### config.mk
export PLATFORM = sky130hd
export DESIGN_NAME = cam_masked
export DESIGN_NICKNAME = d
export VERILOG_FILES = /design/src/rtl/cam_pkg.sv /design/src/rtl/cam_store.sv /design/src/rtl/cam_match.sv /design/src/rtl/cam_scan.sv /design/src/rtl/cam_masked.sv
export SDC_FILE = /design/constraint.sdc
export NUM_CORES = 1
export LEC_CHECK = 0
export BUFFER_PORTS_ARGS = -buffer_cell sky130_fd_sc_hd__buf_2
export CORE_ASPECT_RATIO = 1.4
export CORE_MARGIN = 2
export CORE_UTILIZATION = 60
export CTS_BUF_LIST = sky130_fd_sc_hd__clkbuf_4
export DETAILED_ROUTE_END_ITERATION = 6
export GPL_ROUTABILITY_DRIVEN = 0
export PLACE_DENSITY = 0.8
export SYNTH_ARGS = -nofsm -noshare
export SYNTH_HDL_FRONTEND = slang
export SYNTH_SLANG_ARGS = --single-unit
### constraint.sdc
create_clock -name clk -period 5.3 [get_ports clk]
set_input_delay 0.53 -clock clk [delete_from_list [all_inputs] [get_ports clk]]
set_output_delay 0.53 -clock clk [all_outputs]
set_load 0.01 [all_outputs]
### src/rtl/cam_pkg.sv
package cam_pkg;

    localparam int CAM_WORDS_DEF = 8;
    localparam int CAM_WIDTH_DEF = 16;

    typedef enum logic {
        SCAN_IDLE = 1'b0,
        SCAN_RUN  = 1'b1
    } scan_state_t;

    typedef struct packed {
        logic load_arg;
        logic load_key;
        logic search;
    } cam_cmd_t;

    function automatic logic cmd_clears(input cam_cmd_t c);
        return c.load_arg | c.load_key;
    endfunction

endpackage

### src/rtl/cam_store.sv
module cam_store #(
    parameter int WORDS = cam_pkg::CAM_WORDS_DEF,
    parameter int WIDTH = cam_pkg::CAM_WIDTH_DEF,
    localparam int IDX_W = (WORDS > 1) ? $clog2(WORDS) : 1
) (
    input  logic                         clk,
    input  logic                         rst,
    input  logic                         wr_en,
    input  logic [IDX_W-1:0]             wr_idx,
    input  logic [WIDTH-1:0]             wr_data,
    output logic [WORDS-1:0][WIDTH-1:0]  words,
    output logic [WORDS-1:0]             valid_vec
);

    generate
        for (genvar g = 0; g < WORDS; g++) begin : g_slot
            always_ff @(posedge clk) begin
                if (rst) begin
                    valid_vec[g] <= 1'b0;
                    words[g]     <= '0;
                end else if (wr_en && wr_idx == IDX_W'(g)) begin
                    valid_vec[g] <= 1'b1;
                    words[g]     <= wr_data;
                end
            end
        end
    endgenerate

endmodule

### src/rtl/cam_match.sv
module cam_match
    import cam_pkg::*;
#(
    parameter int WORDS = CAM_WORDS_DEF,
    parameter int WIDTH = CAM_WIDTH_DEF
) (
    input  logic                         clk,
    input  logic                         rst,
    input  cam_cmd_t                     cmd,
    input  logic [WIDTH-1:0]             arg_in,
    input  logic [WIDTH-1:0]             key_in,
    input  logic [WORDS-1:0][WIDTH-1:0]  words,
    input  logic [WORDS-1:0]             valid_vec,
    output logic [WORDS-1:0]             match_q
);

    logic [WIDTH-1:0] arg_q;
    logic [WIDTH-1:0] key_q;
    logic [WORDS-1:0] hit;

    generate
        for (genvar g = 0; g < WORDS; g++) begin : g_cmp
            assign hit[g] = valid_vec[g] && (((words[g] ^ arg_q) & key_q) == '0);
        end
    endgenerate

    always_ff @(posedge clk) begin
        if (rst) begin
            arg_q   <= '0;
            key_q   <= '0;
            match_q <= '0;
        end else begin
            if (cmd.load_arg) arg_q <= arg_in;
            if (cmd.load_key) key_q <= key_in;
            if (cmd_clears(cmd)) begin
                match_q <= '0;
            end else if (cmd.search) begin
                match_q <= hit;
            end
        end
    end

endmodule

### src/rtl/cam_scan.sv
module cam_scan
    import cam_pkg::*;
#(
    parameter int WORDS = CAM_WORDS_DEF,
    parameter int WIDTH = CAM_WIDTH_DEF,
    localparam int IDX_W = (WORDS > 1) ? $clog2(WORDS) : 1
) (
    input  logic                         clk,
    input  logic                         rst,
    input  logic                         start,
    input  logic [WORDS-1:0]             match_vec,
    input  logic [WORDS-1:0][WIDTH-1:0]  words,
    output logic                         rd_valid,
    output logic [IDX_W-1:0]             rd_idx,
    output logic [WIDTH-1:0]             rd_data,
    output logic                         rd_done
);

    scan_state_t      state_q;
    logic [WORDS-1:0] pending_q;
    logic [IDX_W-1:0] pick;
    logic             any;

    always_comb begin
        pick = '0;
        any  = 1'b0;
        for (int i = WORDS - 1; i >= 0; i--) begin
            if (pending_q[i]) begin
                pick = IDX_W'(i);
                any  = 1'b1;
            end
        end
    end

    always_ff @(posedge clk) begin
        if (rst) begin
            state_q   <= SCAN_IDLE;
            pending_q <= '0;
            rd_valid  <= 1'b0;
            rd_done   <= 1'b0;
            rd_idx    <= '0;
            rd_data   <= '0;
        end else begin
            rd_valid <= 1'b0;
            rd_done  <= 1'b0;
            case (state_q)
                SCAN_IDLE: begin
                    if (start) begin
                        pending_q <= match_vec;
                        state_q   <= SCAN_RUN;
                    end
                end
                SCAN_RUN: begin
                    if (any) begin
                        rd_valid        <= 1'b1;
                        rd_idx          <= pick;
                        rd_data         <= words[pick];
                        pending_q[pick] <= 1'b0;
                    end else begin
                        rd_done <= 1'b1;
                        state_q <= SCAN_IDLE;
                    end
                end
                default: state_q <= SCAN_IDLE;
            endcase
        end
    end

endmodule

### src/rtl/cam_masked.sv
module cam_masked
    import cam_pkg::*;
#(
    parameter int WORDS = CAM_WORDS_DEF,
    parameter int WIDTH = CAM_WIDTH_DEF,
    localparam int IDX_W = (WORDS > 1) ? $clog2(WORDS) : 1
) (
    input  logic              clk,
    input  logic              rst,
    input  logic              wr_en,
    input  logic [IDX_W-1:0]  wr_idx,
    input  logic [WIDTH-1:0]  wr_data,
    input  logic              arg_load,
    input  logic [WIDTH-1:0]  arg_in,
    input  logic              key_load,
    input  logic [WIDTH-1:0]  key_in,
    input  logic              search,
    input  logic              read_start,
    output logic [WORDS-1:0]  match_vec,
    output logic              rd_valid,
    output logic [IDX_W-1:0]  rd_idx,
    output logic [WIDTH-1:0]  rd_data,
    output logic              rd_done
);

    logic [WORDS-1:0][WIDTH-1:0] words;
    logic [WORDS-1:0]            valid_vec;
    cam_cmd_t                    cmd;

    assign cmd = '{load_arg: arg_load, load_key: key_load, search: search};

    cam_store #(.WORDS(WORDS), .WIDTH(WIDTH)) u_store (
        .clk       (clk),
        .rst       (rst),
        .wr_en     (wr_en),
        .wr_idx    (wr_idx),
        .wr_data   (wr_data),
        .words     (words),
        .valid_vec (valid_vec)
    );

    cam_match #(.WORDS(WORDS), .WIDTH(WIDTH)) u_match (
        .clk       (clk),
        .rst       (rst),
        .cmd       (cmd),
        .arg_in    (arg_in),
        .key_in    (key_in),
        .words     (words),
        .valid_vec (valid_vec),
        .match_q   (match_vec)
    );

    cam_scan #(.WORDS(WORDS), .WIDTH(WIDTH)) u_scan (
        .clk       (clk),
        .rst       (rst),
        .start     (read_start),
        .match_vec (match_vec),
        .words     (words),
        .rd_valid  (rd_valid),
        .rd_idx    (rd_idx),
        .rd_data   (rd_data),
        .rd_done   (rd_done)
    );

endmodule

Yosys cells after proc, flatten, opt, wreduce, memory -nomap -nowiden
Cells that the tools add are included.
- reduce and logical (&&, ||, !) cells: 30
- order comparisons: 2
- eq/ne operators: 9
- muxes and demuxes: 27
- bitwise gates (word level): 20
- operators with widths (kind ; count):
    AND 16 bit ; 8
    zero test 16 bit ; 8
    XOR 16 bit ; 8
    binary-select mux 16 bit (select 3 bit) ; 1
    2-to-1 mux 3 bit ; 8
    logical AND 1 bit ; 17
    2-to-1 mux 16 bit ; 1
    2-to-1 mux 8 bit ; 2
    one-hot mux 8 bit (2 select lines) ; 1
    == test 3 bit, second input constant ; 4
    2-to-1 mux 1 bit ; 12
    AND 8 bit ; 1
    NOT 8 bit ; 1
    == test 3 x 2 -> 1 bit, second input constant ; 2
    < comparator 3 x 4 -> 1 bit, second input constant ; 1
    != test 2 bit, second input constant ; 2
    AND reduction 2 bit ; 2
    OR reduction 2 bit ; 2
    demux 1 bit (select 3 bit) ; 1
    == test 3 x 1 -> 1 bit, second input constant ; 1
    greater-or-equal comparator 3 x 1 -> 1 bit, second input constant ; 1
    zero test 3 bit ; 1
    one-hot mux 1 bit (2 select lines) ; 1
    NOT 1 bit ; 1
    OR 1 bit ; 1
- register bits: 206
- logic and storage cells: 113
- output and inout bits: 29

Logic depth before layout (Yosys ltp)
- depth after elaboration: 16
- depth in mapped cells: 8

Modules after synthesis
A second synthesis with hierarchy kept.
- cells, all modules: 1168
- area total of the unflattened synthesis: 11083.1 µm²
- modules (own cells, without submodules) (module ; times used ; sequential area each (µm²) ; area an instance (µm²) ; cells each):
    cam_store ; 1 ; 2722.6 ; 5291.3 ; 481
    cam_match ; 1 ; 800.8 ; 3373.2 ; 379
    cam_scan ; 1 ; 600.6 ; 2418.6 ; 308

Worst setup path after synthesis
OpenSTA, ideal clock, no wires.
- kind: reg-to-reg
- start point: register u_scan.pending_q[7]
- end point: register u_scan.rd_data[13]
- setup slack: 3.494 ns
- clock period less this slack: 1.806 ns
- library setup time: 0.079 ns
- cell stages (with the launch flop): 9
- path buffers: 2
- arrival: 1.726 ns
- cell sequence: dfxtp_1 or2_0 buf_6 a21boi_4 or2_4 buf_8 a21oi_1 a221o_1 a211oi_2
- cells in the longest elaborated chain, start to end: 10
- elaborated cells between the ends (all ways): 19
- those cells by class: mux: 18; reduce/logical: 1
- RTL lines (element ; RTL line ; RTL):
    start: declaration ; cam_scan.sv:20 ; logic [WORDS-1:0] pending_q;
    start signal: assignment ; cam_scan.sv:49 ; pending_q <= match_vec;
    2-to-1 mux 3 bit (8 in a row) ; cam_scan.sv:28 ; if (pending_q[i]) begin
    binary-select mux 16 bit (select 3 bit) ; cam_scan.sv:57 ; rd_data <= words[pick];
    2-to-1 mux 16 bit (not written as such) ; cam_scan.sv:57 ;
    end signal: assignment ; cam_scan.sv:57 ;
    end: declaration ; cam_scan.sv:15 ; output logic [WIDTH-1:0] rd_data,
Several ways; a longest one is shown, not always the timed one. The select of a mux whose other input is x is not followed.
A chain may end at the register's enable or synchronous reset.

Worst setup path in the final report
- start point: register u_scan.pending_q[1]
- end point: register u_scan.rd_data[11]
- cells in the longest elaborated chain, start to end: 4
- elaborated cells between the ends (all ways): 7
- those cells by class: mux: 6; reduce/logical: 1
- RTL lines (element ; RTL line):
    2-to-1 mux 3 bit (2 in a row) ; cam_scan.sv:28
    binary-select mux 16 bit (select 3 bit) ; cam_scan.sv:57
    2-to-1 mux 16 bit (not written as such) ; cam_scan.sv:57
Several ways; a longest one is shown, not always the timed one. The select of a mux whose other input is x is not followed.

==> flow_summary.yaml <==
outcome:
  status: "finished, violations left"
  violations: "DRC"
power_and_ir_drop:
  p_seq_share_pct: 51.9
  power_frac_clock_pct: 39.6
  vdd_drop_max_mv: 0.149
  power.density_mw_per_mm2: 284
  power.internal_mw: 2.28
  p_total_mw: 3.24
  combPwrFrac_pct: 8.5
  leakagePower_nw: 4.80
  switching_share_pct: 29.5
  switchingPower_mw: 0.957
timing:
  fmax_mhz: 346
  finalSetupViolations: 0
  hold_viol: 0
  fin_skew_ns: 0.0409
  worst_pin_slew_ns: 1.26
  relSlewSlack_pct: 15.8
  period_share_pct: 54.5
  grt_setup_unrepaired: "no"
  slew_violations: 0
  fin_setup_tns_ns: 0
  min_period_ns: 2.89
routing:
  antenna_left: 0
  vias: 10500
  first_pass_iters: 7
  wl_um: 37000
  wire_per_inst_um: 22.6
  drtIter0Drc: 1773
  drt-vias-per-instance: 6.43
  drc: 5
synth:
  synth-seq-cells: 206
  synth-async-reset-ratio_pct: 0
  ys.flop_type: "dfxtp_1"
  synth-adder-area-share_pct: 0
  synth_compound_area_share_pct: 21.3
  synth.area.mux_share_pct: 4.45
  synth_cell_types: 55
  syn_area_sq_mm: 0.0105
  synth_seq_area_share_pct: 39.4
  synth_fp_nets: 1384
  synth_cells: 1326
  synth_xor_area_share_pct: 10.7
  synth-edff-count: 0
  synth_top_family_by_area: "compound AO/OA/AOI/OAI gates"
  yosysWarnings: 0
  avgSynthCellArea_sq_um: 7.89
  yosys.area_share.simple_pct: 19.2
setup_path:
  cp_slowest_cell: "a21oi_1"
  reg2regPathDepth: 5
  cp.depth: 5
  crit_chain: "or2_1 > nand2b_1 > a21oi_1 > a2111oi_0 > a22o_1"
  r2r_start: "u_scan.pending_q[1]"
  crit_start: "u_scan.pending_q[1]"
  cp_top_family: "compound AO/OA/AOI/OAI gates"
  setup.worst_path.start_class: "flip-flop"
  critical-path-max-stage-delay_ns: 1.00
  worstPathRequired_ns: 5.87
  end_kind: "flip-flop"
  path_class: "reg2reg"
  cp_data_arrival_time_ns: 3.46
  critPathBufInv: 0
  crit_fanout: 23
floorplan:
  num_rows: 57
  initial_core_util_pct: 60.9
  core_area_sq_mm: 0.0172
  die_h_um: 160
  io_pins: 87
  die_x_um: 116
  dieArea_sq_mm: 0.0185
layout:
  fin_cells: 1636
  nets: 1415
  fill_cells: 1473
  area_growth_pct: 9.10
  drive_gt1_share_pct: 13.4
  final_cell_area_sq_mm: 0.0114
cts:
  cts_setup_buffers: 0
  cts.sink_count: 206
  h-tree-depth: 2
  cts_tree: "built"
  clk_path_buf_depth: 3
  cts.repair.resized: 0
  root_buffer: "clkbuf_4"
  clk_pin_slew_ns: 0.07
  clkLatencyLatePin_ns: 0.70
  numCtsBuffers: 51
  ctsHoldBuffers: 0
placed_design:
  hpwl_um: 25900
  port_buffers: 86
  post_dp_cell_area_sq_mm: 0.0108
  dpl.cell_count: 1540
global_route:
  grt_pass1_wl_um: 55000
  grt_max_degree: 110
  gr-usage-all-layers_pct: 39.2
  grt_pass1_vias: 9546
  antenna_found_initial: 1
  grt-ovfl-total: 0
hold_path:
  hold_path_class: "in2reg"
  min_from: "key_in[8]"
  hold_path_depth: 3
flow_run:
  max-cap-violations: 0
[synth_stat cells, drive strengths merged, types with 3 or more instances]
| master | instances | share of area [%] |
|---|---|---|
| a221oi | 27 | 2.3 |
| a21oi | 166 | 7.9 |
| a311oi | 3 | 0.25 |
| a2111oi | 7 | 0.59 |
| and3 | 9 | 0.54 |
| clkbuf | 90 | 3.4 |
| o22ai | 7 | 0.42 |
| inv | 7 | 0.25 |
| mux2 | 4 | 0.43 |
| a22o | 19 | 1.6 |
| a211oi | 15 | 1.1 |
| nand2b | 12 | 0.72 |
| nand3 | 10 | 0.53 |
| buf | 26 | 1.3 |
| a211o | 11 | 0.92 |
| a221o | 7 | 0.67 |
| nand2 | 307 | 11 |
| mux2i | 42 | 4.0 |
| nor3b | 5 | 0.36 |
| nand4 | 17 | 1.0 |
| nor2 | 97 | 3.5 |
| o21ai | 31 | 1.5 |
| dfxtp | 206 | 39 |
| o21a | 5 | 0.36 |
| xor2 | 128 | 11 |
| or2 | 3 | 0.20 |
| a222oi | 4 | 0.38 |
| nor2b | 8 | 0.48 |
| a22oi | 25 | 1.8 |
| o221ai | 7 | 0.59 |
| nor3 | 7 | 0.38 |
[worst reg2reg max path, delay by kind of cell (launching register included)]
family / cells / cell delay, ns
AO/OA/AOI/OAI: 3 / 1.47
flip-flops: 1 / 0.61
AND/OR/NAND/NOR: 2 / 0.70
[area by class of cell]
cell class / count / area, sq um / area share [%]
flip-flops and latches: 206 / 4120 / 36.1
diodes: 2 / 5.00 / 0.0439
well taps: 236 / 295 / 2.59
clock inverters: 28 / 119 / 1.04
clock buffers: 66 / 495 / 4.34
inverters: 7 / 26.3 / 0.230
repair buffers: 94 / 497 / 4.35
multi-input cells: 997 / 5850 / 51.3
[cell families (layout without fill, tap and decap cells)]
| group | Yosys count | in the layout |
|---|---|---|
| simple gates | 479 | 479 |
| flops | 206 | 206 |
| xor+xnor | 128 | 128 |
| mux | 46 | 46 |
| buf+inv | 123 | 195 |
| other cells | 0 | 2 |
| compound gates | 344 | 344 |
[power by group through the flow]
stage               sequential, mW  clock (mW)  combinational (mW)
finish                        1.68        1.28               0.274
global route                  1.68        1.36               0.294
CTS                           1.68        1.29               0.265
detailed placement            1.71           0               0.263
global placement              1.71           0               0.258
floorplan                     1.64           0               0.225
[metal layers]
layer,track usage [%],up-vias,share of wire (%)
met2,59.1,803,44
met1,48.2,4829,36
met5,0,-,0
li1,-,4661,-
met3,8.61,231,11
met4,29.4,0,9.3
[through the flow]
step	hold slack [ns]	util [%]	setup WS (ns)
after floorplan	0.440	-	3.49
after global placement	0.453	62.8	2.69
after detailed placement	0.464	62.8	2.60
after CTS	0.0488	66.4	2.61
after global routing	0.0448	66.4	2.30
final	0.0643	66.4	2.41
[sequential cells by signal, indices dropped and copies added (netlist names)]
signal,cells
u_store.words,128
u_match.arg_q,16
u_match.key_q,16
u_scan.rd_data,16
u_match.match_q,8
u_scan.pending_q,8
u_store.valid_vec,8
u_scan.rd_idx,3
u_scan.rd_done,1
u_scan.rd_valid,1
u_scan.state_q,1
[cell usage in the layout (no fill, tap or decap), drive strengths merged, types with 3 or more instances in the layout]
master	netlist	final
nor3	7	7
or2	3	3
dfxtp	206	206
o22ai	7	7
o221ai	7	7
a22oi	25	25
a2111oi	7	7
nor2	97	97
xor2	128	128
a211oi	15	15
mux2i	42	42
a21oi	166	166
a211o	11	11
o21ai	31	31
mux2	4	4
nand4	17	17
clkbuf	90	66
a221o	7	7
nor3b	5	5
nand2	307	307
and3	9	9
buf	26	94
clkinv	0	25
a222oi	4	4
a22o	19	19
o21a	5	5
nand2b	12	12
inv	7	8
a221oi	27	27
nand3	10	10
a311oi	3	3
nor2b	8	8
[final timing paths]
check	slack, ns	to
worst max-delay path	2.41	u_scan.rd_data[11]
worst min-delay path	0.06	u_match.key_q[8]
worst max register to register	2.41	u_scan.rd_data[11]
worst min register to register	0.48	u_store.valid_vec[6]
Note: power is estimated with default switching activity, not from simulation.
